## config.mk

```make
export PLATFORM = sky130hd
export DESIGN_NAME = lpi_base_regs
export DESIGN_NICKNAME = d
export VERILOG_FILES = /design/src/rtl/lpi_base_pkg.sv /design/src/rtl/lpi_rst_sync.sv /design/src/rtl/lpi_half_merge.sv /design/src/rtl/lpi_attr_sanitiser.sv /design/src/rtl/lpi_base_slot.sv /design/src/rtl/lpi_base_regs.sv
export SDC_FILE = /design/constraint.sdc
export NUM_CORES = 1
export LEC_CHECK = 0
export ABC_AREA = 1
export BUFFER_PORTS_ARGS = -buffer_cell sky130_fd_sc_hd__buf_2
export CAP_MARGIN = 20
export CORE_UTILIZATION = 45
export CTS_BUF_LIST = sky130_fd_sc_hd__clkbuf_2
export DETAILED_ROUTE_END_ITERATION = 8
export PLACE_DENSITY_LB_ADDON = 0.2
export REMOVE_ABC_BUFFERS = 1
export SLEW_MARGIN = 20
export SYNTH_ARGS = -nofsm -noshare
export SYNTH_HDL_FRONTEND = slang
export SYNTH_SLANG_ARGS = --single-unit
```

## constraint.sdc

```tcl
create_clock -name clk -period 5.89 [get_ports clk]
set_input_delay 1.178 -clock clk [delete_from_list [all_inputs] [get_ports clk]]
set_output_delay 1.178 -clock clk [all_outputs]
set_load 0.01 [all_outputs]
```

## src/rtl/lpi_base_pkg.sv

```systemverilog
package lpi_base_pkg;
  localparam int unsigned REG_W  = 64;
  localparam int unsigned HALF_W = REG_W / 2;
  localparam int unsigned ADDR_W = 5;

  // attribute field positions, shared by both base registers
  localparam int unsigned SH_LO = 10;
  localparam int unsigned SH_W  = 2;
  localparam int unsigned IC_LO = 7;
  localparam int unsigned OC_LO = 56;
  localparam int unsigned CA_W  = 3;

  localparam logic [SH_W-1:0] SH_INNER = 2'd1;
  localparam logic [SH_W-1:0] SH_OUTER = 2'd2;
  localparam logic [CA_W-1:0] CA_DEV   = 3'd0;
  localparam logic [CA_W-1:0] CA_NC    = 3'd1;
  localparam logic [CA_W-1:0] CA_RAWB  = 3'd7;

  typedef enum logic [1:0] {
    SLOT_CTRL = 2'd0,
    SLOT_PROP = 2'd1,
    SLOT_PEND = 2'd2,
    SLOT_NONE = 2'd3
  } slot_e;

  function automatic logic [REG_W-1:0] bit_span(input int unsigned hi, input int unsigned lo);
    logic [REG_W-1:0] m;
    m = '0;
    for (int unsigned b = lo; b <= hi; b++) m[b] = 1'b1;
    return m;
  endfunction

  localparam logic [REG_W-1:0] ADDR_HOLE_MASK = bit_span(51, 48);
  localparam logic [REG_W-1:0] PROP_RSVD_MASK =
    bit_span(63, 59) | bit_span(55, 52) | bit_span(6, 5);
  localparam logic [REG_W-1:0] PEND_RSVD_MASK =
    bit_span(63, 63) | bit_span(61, 59) | bit_span(55, 52) |
    bit_span(15, 12) | bit_span(6, 0);
endpackage

```

## src/rtl/lpi_rst_sync.sv

```systemverilog
module lpi_rst_sync (
  input  logic clk,
  input  logic rst_n,
  output logic rst_n_sync
);
  logic [1:0] stage_q;

  always_ff @(posedge clk or negedge rst_n) begin
    if (!rst_n) stage_q <= 2'b00;
    else        stage_q <= {stage_q[0], 1'b1};
  end

  assign rst_n_sync = stage_q[1];
endmodule

```

## src/rtl/lpi_half_merge.sv

```systemverilog
module lpi_half_merge
  import lpi_base_pkg::*;
(
  input  logic [REG_W-1:0] cur,
  input  logic [REG_W-1:0] wdata,
  input  logic             wide,
  input  logic             hi,
  output logic [REG_W-1:0] merged
);
  always_comb begin
    if (wide)    merged = wdata;
    else if (hi) merged = {wdata[HALF_W-1:0], cur[HALF_W-1:0]};
    else         merged = {cur[REG_W-1:HALF_W], wdata[HALF_W-1:0]};
  end
endmodule

```

## src/rtl/lpi_attr_sanitiser.sv

```systemverilog
module lpi_attr_sanitiser
  import lpi_base_pkg::*;
#(
  parameter logic [REG_W-1:0] RSVD_MASK = '0
) (
  input  logic [REG_W-1:0] raw,
  output logic [REG_W-1:0] clean
);
  localparam logic [REG_W-1:0] CLEAR_MASK = RSVD_MASK | ADDR_HOLE_MASK;

  logic [SH_W-1:0] sh_in, sh_out;
  logic [CA_W-1:0] ic_in, ic_out, oc_in, oc_out;
  logic [REG_W-1:0] fixed;

  always_comb begin
    sh_in = raw[SH_LO +: SH_W];
    ic_in = raw[IC_LO +: CA_W];
    oc_in = raw[OC_LO +: CA_W];

    sh_out = (sh_in == SH_OUTER) ? SH_INNER : sh_in;
    ic_out = ((ic_in == CA_DEV) || (ic_in == CA_NC)) ? CA_RAWB : ic_in;
    oc_out = ((oc_in == CA_DEV) || (oc_in == CA_NC)) ? oc_in : CA_NC;

    fixed = raw;
    fixed[SH_LO +: SH_W] = sh_out;
    fixed[IC_LO +: CA_W] = ic_out;
    fixed[OC_LO +: CA_W] = oc_out;
    clean = fixed & ~CLEAR_MASK;
  end
endmodule

```

## src/rtl/lpi_base_slot.sv

```systemverilog
module lpi_base_slot
  import lpi_base_pkg::*;
#(
  parameter logic [REG_W-1:0] RSVD_MASK = '0
) (
  input  logic             clk,
  input  logic             rst_n,
  input  logic             wr_hit,
  input  logic             wr_wide,
  input  logic             wr_hi,
  input  logic [REG_W-1:0] wr_data,
  input  logic             locked,
  output logic [REG_W-1:0] value
);
  logic [REG_W-1:0] value_q, merged, cleaned, value_d;
  logic             load_en;

  lpi_half_merge u_merge (
    .cur    (value_q),
    .wdata  (wr_data),
    .wide   (wr_wide),
    .hi     (wr_hi),
    .merged (merged)
  );

  lpi_attr_sanitiser #(.RSVD_MASK(RSVD_MASK)) u_sanit (
    .raw   (merged),
    .clean (cleaned)
  );

  always_comb begin
    load_en = wr_hit && !locked;
    value_d = cleaned;
  end

  always_ff @(posedge clk or negedge rst_n) begin
    if (!rst_n)       value_q <= '0;
    else if (load_en) value_q <= value_d;
  end

  assign value = value_q;

  a_r8_lock_hold: assert property (@(posedge clk) disable iff (!rst_n)
    (wr_hit && locked) |=> $stable(value_q));
  a_r2_no_outer_share: assert property (@(posedge clk) disable iff (!rst_n)
    value_q[SH_LO +: SH_W] != SH_OUTER);
  a_r3_inner_legal: assert property (@(posedge clk) disable iff (!rst_n)
    (wr_hit && !locked) |=> (value_q[IC_LO +: CA_W] != CA_DEV && value_q[IC_LO +: CA_W] != CA_NC));
  a_r4_outer_legal: assert property (@(posedge clk) disable iff (!rst_n)
    value_q[OC_LO +: CA_W] <= CA_NC);
  a_r5_r6_rsvd_clear: assert property (@(posedge clk) disable iff (!rst_n)
    (value_q & RSVD_MASK) == '0);
  a_r7_hole_clear: assert property (@(posedge clk) disable iff (!rst_n)
    (value_q & ADDR_HOLE_MASK) == '0);
endmodule

```

## src/rtl/lpi_base_regs.sv

```systemverilog
module lpi_base_regs
  import lpi_base_pkg::*;
#(
  parameter bit HAS_XLAT = 1'b1
) (
  input  logic              clk,
  input  logic              rst_n,
  input  logic              wr_en,
  input  logic [ADDR_W-1:0] wr_addr,
  input  logic              wr_wide,
  input  logic [REG_W-1:0]  wr_data,
  input  logic [ADDR_W-1:0] rd_addr,
  input  logic              rd_wide,
  output logic [REG_W-1:0]  rd_data,
  output logic [REG_W-1:0]  prop_base,
  output logic [REG_W-1:0]  pend_base,
  output logic              lpi_en,
  output logic              lpi_start
);
  localparam int unsigned N_SLOTS = 2;

  logic        rst_n_s;
  slot_e       wr_slot, rd_slot;
  logic        wr_aligned, rd_aligned, ctrl_wr;
  logic [N_SLOTS-1:0] slot_hit;
  logic [REG_W-1:0]   slot_val [N_SLOTS];
  logic        en_q, en_d, start_q, start_d;
  logic [REG_W-1:0] rd_sel, rd_shift;

  lpi_rst_sync u_rst (
    .clk        (clk),
    .rst_n      (rst_n),
    .rst_n_sync (rst_n_s)
  );

  // write decode
  always_comb begin
    wr_slot    = slot_e'(wr_addr[4:3]);
    wr_aligned = (wr_addr[1:0] == 2'b00);
    ctrl_wr    = wr_en && wr_aligned && (wr_slot == SLOT_CTRL) && (wr_wide || !wr_addr[2]);
    slot_hit[0] = wr_en && wr_aligned && (wr_slot == SLOT_PROP);
    slot_hit[1] = wr_en && wr_aligned && (wr_slot == SLOT_PEND);
  end

  generate
    for (genvar g = 0; g < N_SLOTS; g++) begin : g_slot
      localparam logic [REG_W-1:0] SLOT_MASK = (g == 0) ? PROP_RSVD_MASK : PEND_RSVD_MASK;
      lpi_base_slot #(.RSVD_MASK(SLOT_MASK)) u_slot (
        .clk     (clk),
        .rst_n   (rst_n_s),
        .wr_hit  (slot_hit[g]),
        .wr_wide (wr_wide),
        .wr_hi   (wr_addr[2]),
        .wr_data (wr_data),
        .locked  (en_q),
        .value   (slot_val[g])
      );
    end
  endgenerate

  // enable flag and start pulse: next state
  always_comb begin
    en_d = en_q;
    if (ctrl_wr && HAS_XLAT) en_d = wr_data[0];
    start_d = en_d && !en_q;
  end

  always_ff @(posedge clk or negedge rst_n_s) begin
    if (!rst_n_s) begin
      en_q    <= 1'b0;
      start_q <= 1'b0;
    end else begin
      en_q    <= en_d;
      start_q <= start_d;
    end
  end

  // read path
  always_comb begin
    rd_slot    = slot_e'(rd_addr[4:3]);
    rd_aligned = (rd_addr[1:0] == 2'b00);
    unique case (rd_slot)
      SLOT_CTRL: rd_sel = {{(REG_W-1){1'b0}}, en_q};
      SLOT_PROP: rd_sel = slot_val[0];
      SLOT_PEND: rd_sel = slot_val[1];
      default:   rd_sel = '0;
    endcase
    rd_shift = rd_addr[2] ? {{HALF_W{1'b0}}, rd_sel[REG_W-1:HALF_W]} : rd_sel;
    if (!rd_aligned)  rd_data = '0;
    else if (rd_wide) rd_data = rd_shift;
    else              rd_data = {{HALF_W{1'b0}}, rd_shift[HALF_W-1:0]};
  end

  assign prop_base = slot_val[0];
  assign pend_base = slot_val[1];
  assign lpi_en    = en_q;
  assign lpi_start = start_q;

  a_r10_start_single: assert property (@(posedge clk) disable iff (!rst_n_s)
    start_q |=> !start_q);
  a_r10_start_on_rise: assert property (@(posedge clk) disable iff (!rst_n_s)
    start_q |-> (en_q && !$past(en_q)));
  a_r9_enable_source: assert property (@(posedge clk) disable iff (!rst_n_s)
    $rose(en_q) |-> ($past(ctrl_wr && wr_data[0]) && HAS_XLAT));
endmodule

```

==> metrics.txt, run 1 <==
buffer count from post-CTS setup fixing=0; worst path cell trace=buf_2 -> inv_1 -> nand2_2 -> inv_1 -> nand2_1 -> o21ai_0 -> buf_2; Setup TNS=0 ns; status=finished clean; final setup vio count=0; number of global-route vias before repair=4,315; #FFs+latches synth=94; final worst path period share=71.9%; Netlist cell types=22; WL/cell=14.5 um; Startpoint Class=input port; initial antenna violation count=0; FMAX=0.236 GHz; GRT Overall Usage=25.9%; Post-synth EDFFs=0; Finished Cell Area=6190 um2; Mapped Cells=709; CP max stage cell=inv_1; IO buf count=210; Vias/cell=4.78; Post-DP Area=6100 um2; Fin. Hold Viols=0; Hold/Removal Path Class=in -> async; first-pass iteration count of the detailed router=5; final wirelength=15,100 um; CTS tree=built; core area=11,100 um2; Synth top cells by count=231 x nand2_1, 94 x dfrtp_1, 90 x inv_1; Synth Cell Area=5230 um2; Layout area overhead=18.5%; row cnt=38; Top Ports=273; via count of the routed design=4,997; # clock sinks=94; Slew @ Worst Pin=0.947 ns; Worst Path Arrival=3.06 ns; count of cells resized by post-cts repair=0; Max IR drop VDD=0.144 mV; Final ANT Viol Nets=0; CP peak stage delay=0.79 ns; die area=12,000 um2; RePlAce Congestion=0.805; top-area cell type share of the netlist area=45.0%; maxcap violations=0; dpl hpwl=10,900 um; CP bufs+invs=4; Synth area leader=dfrtp_1; ys async rst share=100%; Root Buffer=clkbuf_2; Final Non-Filler Cells=1,045; die span in x=110 um; Worst-Skew Late Latency=0.58 ns; top area cells in the synthesized netlist=dfrtp_1 45%, nand2_1 17%, buf_4 8.2%; Syn Area/Cell=7.37 um2; Top delay family on crit path=buffers and inverters; CP required=4.71 ns; Die H=110 um; DRC=0; Pleak=3.65 nW; diode count=0; Setup CP Type=in -> out; max-slew violation count=0; total gr overflow=0; top-count cell post-synth=nand2_1; worst-case clock buffer depth=2; Synthesis Warnings=0; H-Tree Depth=3; Setup Skew=0.0290 ns; fin nets=979; Worst slew margin=36.8%; hold_buf cts=0; share of cells above drive strength 1=27.1%; initial core utilization=47.2%; crit path time final=4.23 ns; largest net degree at the start of global routing=49; RSZ-0062 raised after global routing=false; PD cells=267 nW/um2; Clock Pin Slew Worst Setup and Hold Paths=0.23 ns; global-route wire length before repair=22,900 um; Seq/Total Area, Yosys=45.0%; Crit. End Element=output port; Inst Count DP=1,028; CP max FO=23; cts bufs inserted=9; DRT iter0 DRCs=198; Synth Flop Type=dfrtp_1
[routing by layer]
| layer | vias up | GRT usage [%] | wire length, um |
|---|---|---|---|
| li1 | 2488 | - | - |
| met4 | 0 | 9.43 | 370 |
| met1 | 2285 | 32.8 | 6390 |
| met5 | - | 0 | 0 |
| met3 | 27 | 4.86 | 861 |
| met2 | 197 | 44.0 | 7530 |
[sequential cells by signal (all words and copies together) (netlist names)]
name	cells
g_slot.u_slot.value	90
u_rst.stage_q	2
lpi_en	1
lpi_start	1
[final timing paths]
| check | cells past startpoint | slack, ns | from | endpoint |
|---|---|---|---|---|
| max | 7 | 1.66 | rd_addr[3] | rd_data[30] |
| min | 1 | 0.34 | rst_n | u_rst.stage_q[1] |
| min in group clk | 0 | 0.39 | u_rst.stage_q[0] | u_rst.stage_q[1] |
| max in group asynchronous | 1 | 4.50 | u_rst.stage_q[1] | g_slot[0].u_slot.value[8] |
| max reg2reg | 6 | 3.42 | lpi_en | g_slot[0].u_slot.value[44] |
| min reg2reg | 0 | 0.35 | u_rst.stage_q[1] | g_slot[1].u_slot.value[40] |
[final cells by class]
type	count	area [um2]
Sequential cell	94	2360
Inverter	94	353
Timing Repair Buffer	215	1090
Clock inverter	4	23.8
Clock buffer	12	60.1
Tap cell	140	175
Multi-Input combinational cell	486	2130
Fill cell	1148	4880
[power breakdown]
part	total, mW	leakage (nW)	switching (mW)	internal [mW]
clock network	0.270	0.0556	0.211	0.0583
registers	0.888	1.20	0.112	0.776
logic	0.496	2.39	0.298	0.198
total	1.65	3.65	0.622	1.03
[placed cells by master, fill, tap and decap left out, types with 2 or more instances in the layout]
master / netlist / layout
buf_4: 57 / 4
o22ai_1: 17 / 17
o21ai_1: 31 / 31
nand2_2: 3 / 3
clkinv_1: 2 / 3
dfrtp_1: 94 / 93
nand2_4: 2 / 2
clkbuf_2: 0 / 12
nor2_2: 2 / 4
conb_1: 2 / 51
inv_1: 90 / 90
nand2_1: 231 / 231
o21ai_0: 52 / 52
nand3_1: 36 / 36
nor2_1: 40 / 38
inv_2: 2 / 2
a22oi_1: 17 / 17
buf_2: 20 / 210
nand3_2: 2 / 2
clkinvlp_4: 0 / 2
[through the flow]
| step | hold WS [ns] | util, % | setup slack [ns] | total power [mW] |
|---|---|---|---|---|
| finish | 0.339 | 55.9 | 1.66 | 1.65 |
| global route | 0.249 | 55.9 | 1.51 | 1.78 |
| CTS | 0.293 | 55.8 | 1.63 | 1.67 |
| detailed placement | 0.343 | 55.0 | 1.64 | 1.40 |
| global placement | 0.337 | 55.0 | 1.64 | 1.39 |
| floorplan | 0.331 | - | 2.26 | 1.16 |
[cells by family (layout without fill, tap and decap cells)]
| logic type | count (synthesis) | count (layout) | share of synthesized area [%] |
|---|---|---|---|
| AOI/OAI and AO/OA | 117 | 117 | 12.4 |
| buffers and inverters | 178 | 325 | 17.8 |
| DFF | 94 | 94 | 45.0 |
| other | 2 | 51 | 0.144 |
| and+or+nand+nor | 318 | 318 | 24.6 |
No activity file was read; power rests on OpenSTA's default activity.
==> inputs of run 2 (changes only) <==
==> constraint.sdc (replaced) <==
create_clock -name clk -period 4.05 [get_ports clk]
set_input_delay 0.81 -clock clk [delete_from_list [all_inputs] [get_ports clk]]
set_output_delay 0.81 -clock clk [all_outputs]
set_load 0.01 [all_outputs]
==> run 2 against run 1 <==
  * Critical endpoint is now rd_data[25]
  * Power rose by 50%
  * Sequential share of layout area fell by 0.35 points
  * Worst hold slack improved by 0.054 ns
  * Global-route usage rose by 0.35 points
  * First-iteration DRC count rose by 13%
  * Largest power group unchanged
  * Clock-buffer cell count fell by 2
  * Design area rose by 0.93%
  * Clock skew fell by 0.0031 ns
==> metrics.txt, run 2 (same netlist as run 1, synthesis figures left out) <==
status=finished clean; DRT iter0 DRCs=223; initial core utilization=47.2%; Worst Path Arrival=2.49 ns; Worst-Skew Late Latency=0.55 ns; total gr overflow=0; global-route wire length before repair=23,300 um; Crit. End Element=output port; cts bufs inserted=9; CP endpoint=rd_data[25]; R2R Path Start=lpi_en; FMAX=0.303 GHz; worst path cell trace=buf_2 -> inv_1 -> nand2_2 -> inv_1 -> buf_4 -> nand2_1 -> nand2_1 -> nand2_1 -> nand2_1 -> buf_2; final setup vio count=0; share of cells above drive strength 1=27.2%; largest net degree at the start of global routing=63; Layout area overhead=19.6%; max reg flops=90; dpl hpwl=11,100 um; most frequent cells in the layout=231 x nand2_1, 210 x buf_2, 93 x dfrtp_1, 90 x inv_1, 52 x o21ai_0; PD cells=397 nW/um2; CP required=3.24 ns; die area=12,000 um2; Vias/cell=4.79; DRC=0; Final WS setup=0.747 ns; Startpoint Class=input port; most frequent CP cell=nand2_1; max-slew violation count=0; Slew @ Worst Pin=1.10 ns; Worst slew margin=26.5%; CP max FO=19; Setup Skew=0.0259 ns; core area=11,100 um2; Setup CP Type=in -> out; via count of the routed design=5,020; CTS tree=built; Power, Total=2.48 mW; R2R setup slack=2.22 ns; final worst path period share=81.6%; CP peak stage delay=0.51 ns; Hold/Removal Path Class=reg -> reg; RSZ-0062 raised after global routing=false; row cnt=38; CP max stage cell=inv_1; GRT Overall Usage=26.2%; Fin. Hold Viols=0; worst-case clock buffer depth=2; final wirelength=15,400 um; Pleak=3.67 nW; number of global-route vias before repair=4,413; die span in x=110 um; hold wc startpoint=u_rst.stage_q[0]; maxcap violations=0; Die H=110 um; H-Tree Depth=3; # clock sinks=94; WL/cell=14.7 um; hold_ws=0.393 ns; initial antenna violation count=0; Top Ports=273; crit path from=rd_addr[3]; Setup TNS=0 ns; RePlAce Congestion=0.819; fin nets=983; Final Non-Filler Cells=1,049; FF-to-FF End=g_slot[0].u_slot.value[46]; crit path time final=3.30 ns; pre-CTS setup slack=0.732 ns; worst r2r path cells=7; Root Buffer=clkbuf_2; Max IR drop VDD=0.230 mV; commonest non-fill, non-tap cell in the layout=nand2_1; first-pass iteration count of the detailed router=5; Final ANT Viol Nets=0; Clock Pin Slew Worst Setup and Hold Paths=0.26 ns; Inst Count DP=1,032; IO buf count=210; diode count=0
==> run 2: cell types whose count changed in the layout (fill, tap and decap cells not counted) <==
cell | before | now
bufinv_16 | 0 | 1
clkinv_4 | 0 | 2
buf_4 | 4 | 8
clkinv_1 | 3 | 4
buf_6 | 1 | 0
clkinv_2 | 1 | 0
dlygate4sd3_1 | 0 | 1
clkinvlp_4 | 2 | 1
clkbuf_2 | 12 | 10
==> run 2: how the worst min path moves through the flow <==
| stage | to | slack (ns) | depth (start not counted) |
|---|---|---|---|
| finish | u_rst.stage_q[1] | 0.39 | 0 |
| global route | u_rst.stage_q[1] | 0.41 | 0 |
| CTS | u_rst.stage_q[1] | 0.39 | 0 |
| detailed placement | u_rst.stage_q[1] | 0.34 | 0 |
| global placement | u_rst.stage_q[1] | 0.34 | 0 |
| floorplan | u_rst.stage_q[1] | 0.33 | 0 |
==> run 2: stage by stage <==
| stage | cell area (um2) | utilization (%) |
|---|---|---|
| final | 6250 | 56.4 |
| after global routing | 6250 | 56.4 |
| after CTS | 6250 | 56.4 |
| after detailed placement | 6130 | 55.3 |
| after global placement | 6130 | 55.3 |
| after floorplan | 4830 | - |
==> run 2: layout make-up <==
| type | count | area (um2) |
|---|---|---|
| clock inverter | 6 | 62.6 |
| multi-input combinational | 486 | 2130 |
| timing repair buffer | 219 | 1120 |
| fill | 1160 | 4830 |
| clock buffer | 10 | 50.0 |
| tap | 140 | 175 |
| sequential | 94 | 2360 |
| inverter | 94 | 353 |
==> run 2: per-layer routing <==
layer  vias to the layer above  part of all wire [%]  track usage [%]
met4                         0                   1.6             8.00
met5                         -                     0                0
li1                       2496                     -                -
met3                        16                   5.4             4.56
met2                       185                    50             44.4
met1                      2323                    43             34.2
==> run 2: what timing repair did <==
| action | CTS | global route |
|---|---|---|
| hold buffers | 1 | 0 |
| endpoints found under the hold margin | 2 | 0 |
| resized for setup | 0 | 0 |
| buffers inserted | 0 | 0 |
| endpoints found under the setup margin | 0 | 0 |
==> run 2: critical path, delay by kind of cell <==
| kind | cells | cell delay (ns) |
|---|---|---|
| and+or+nand+nor | 5 | 0.55 |
| buffers and inverters | 5 | 1.14 |
==> run 2: power breakdown <==
| group | switching (mW) | internal [mW] | total (mW) |
|---|---|---|---|
| clock network | 0.320 | 0.143 | 0.463 |
| logic | 0.431 | 0.289 | 0.720 |
| registers | 0.168 | 1.13 | 1.30 |
| total | 0.919 | 1.56 | 2.48 |
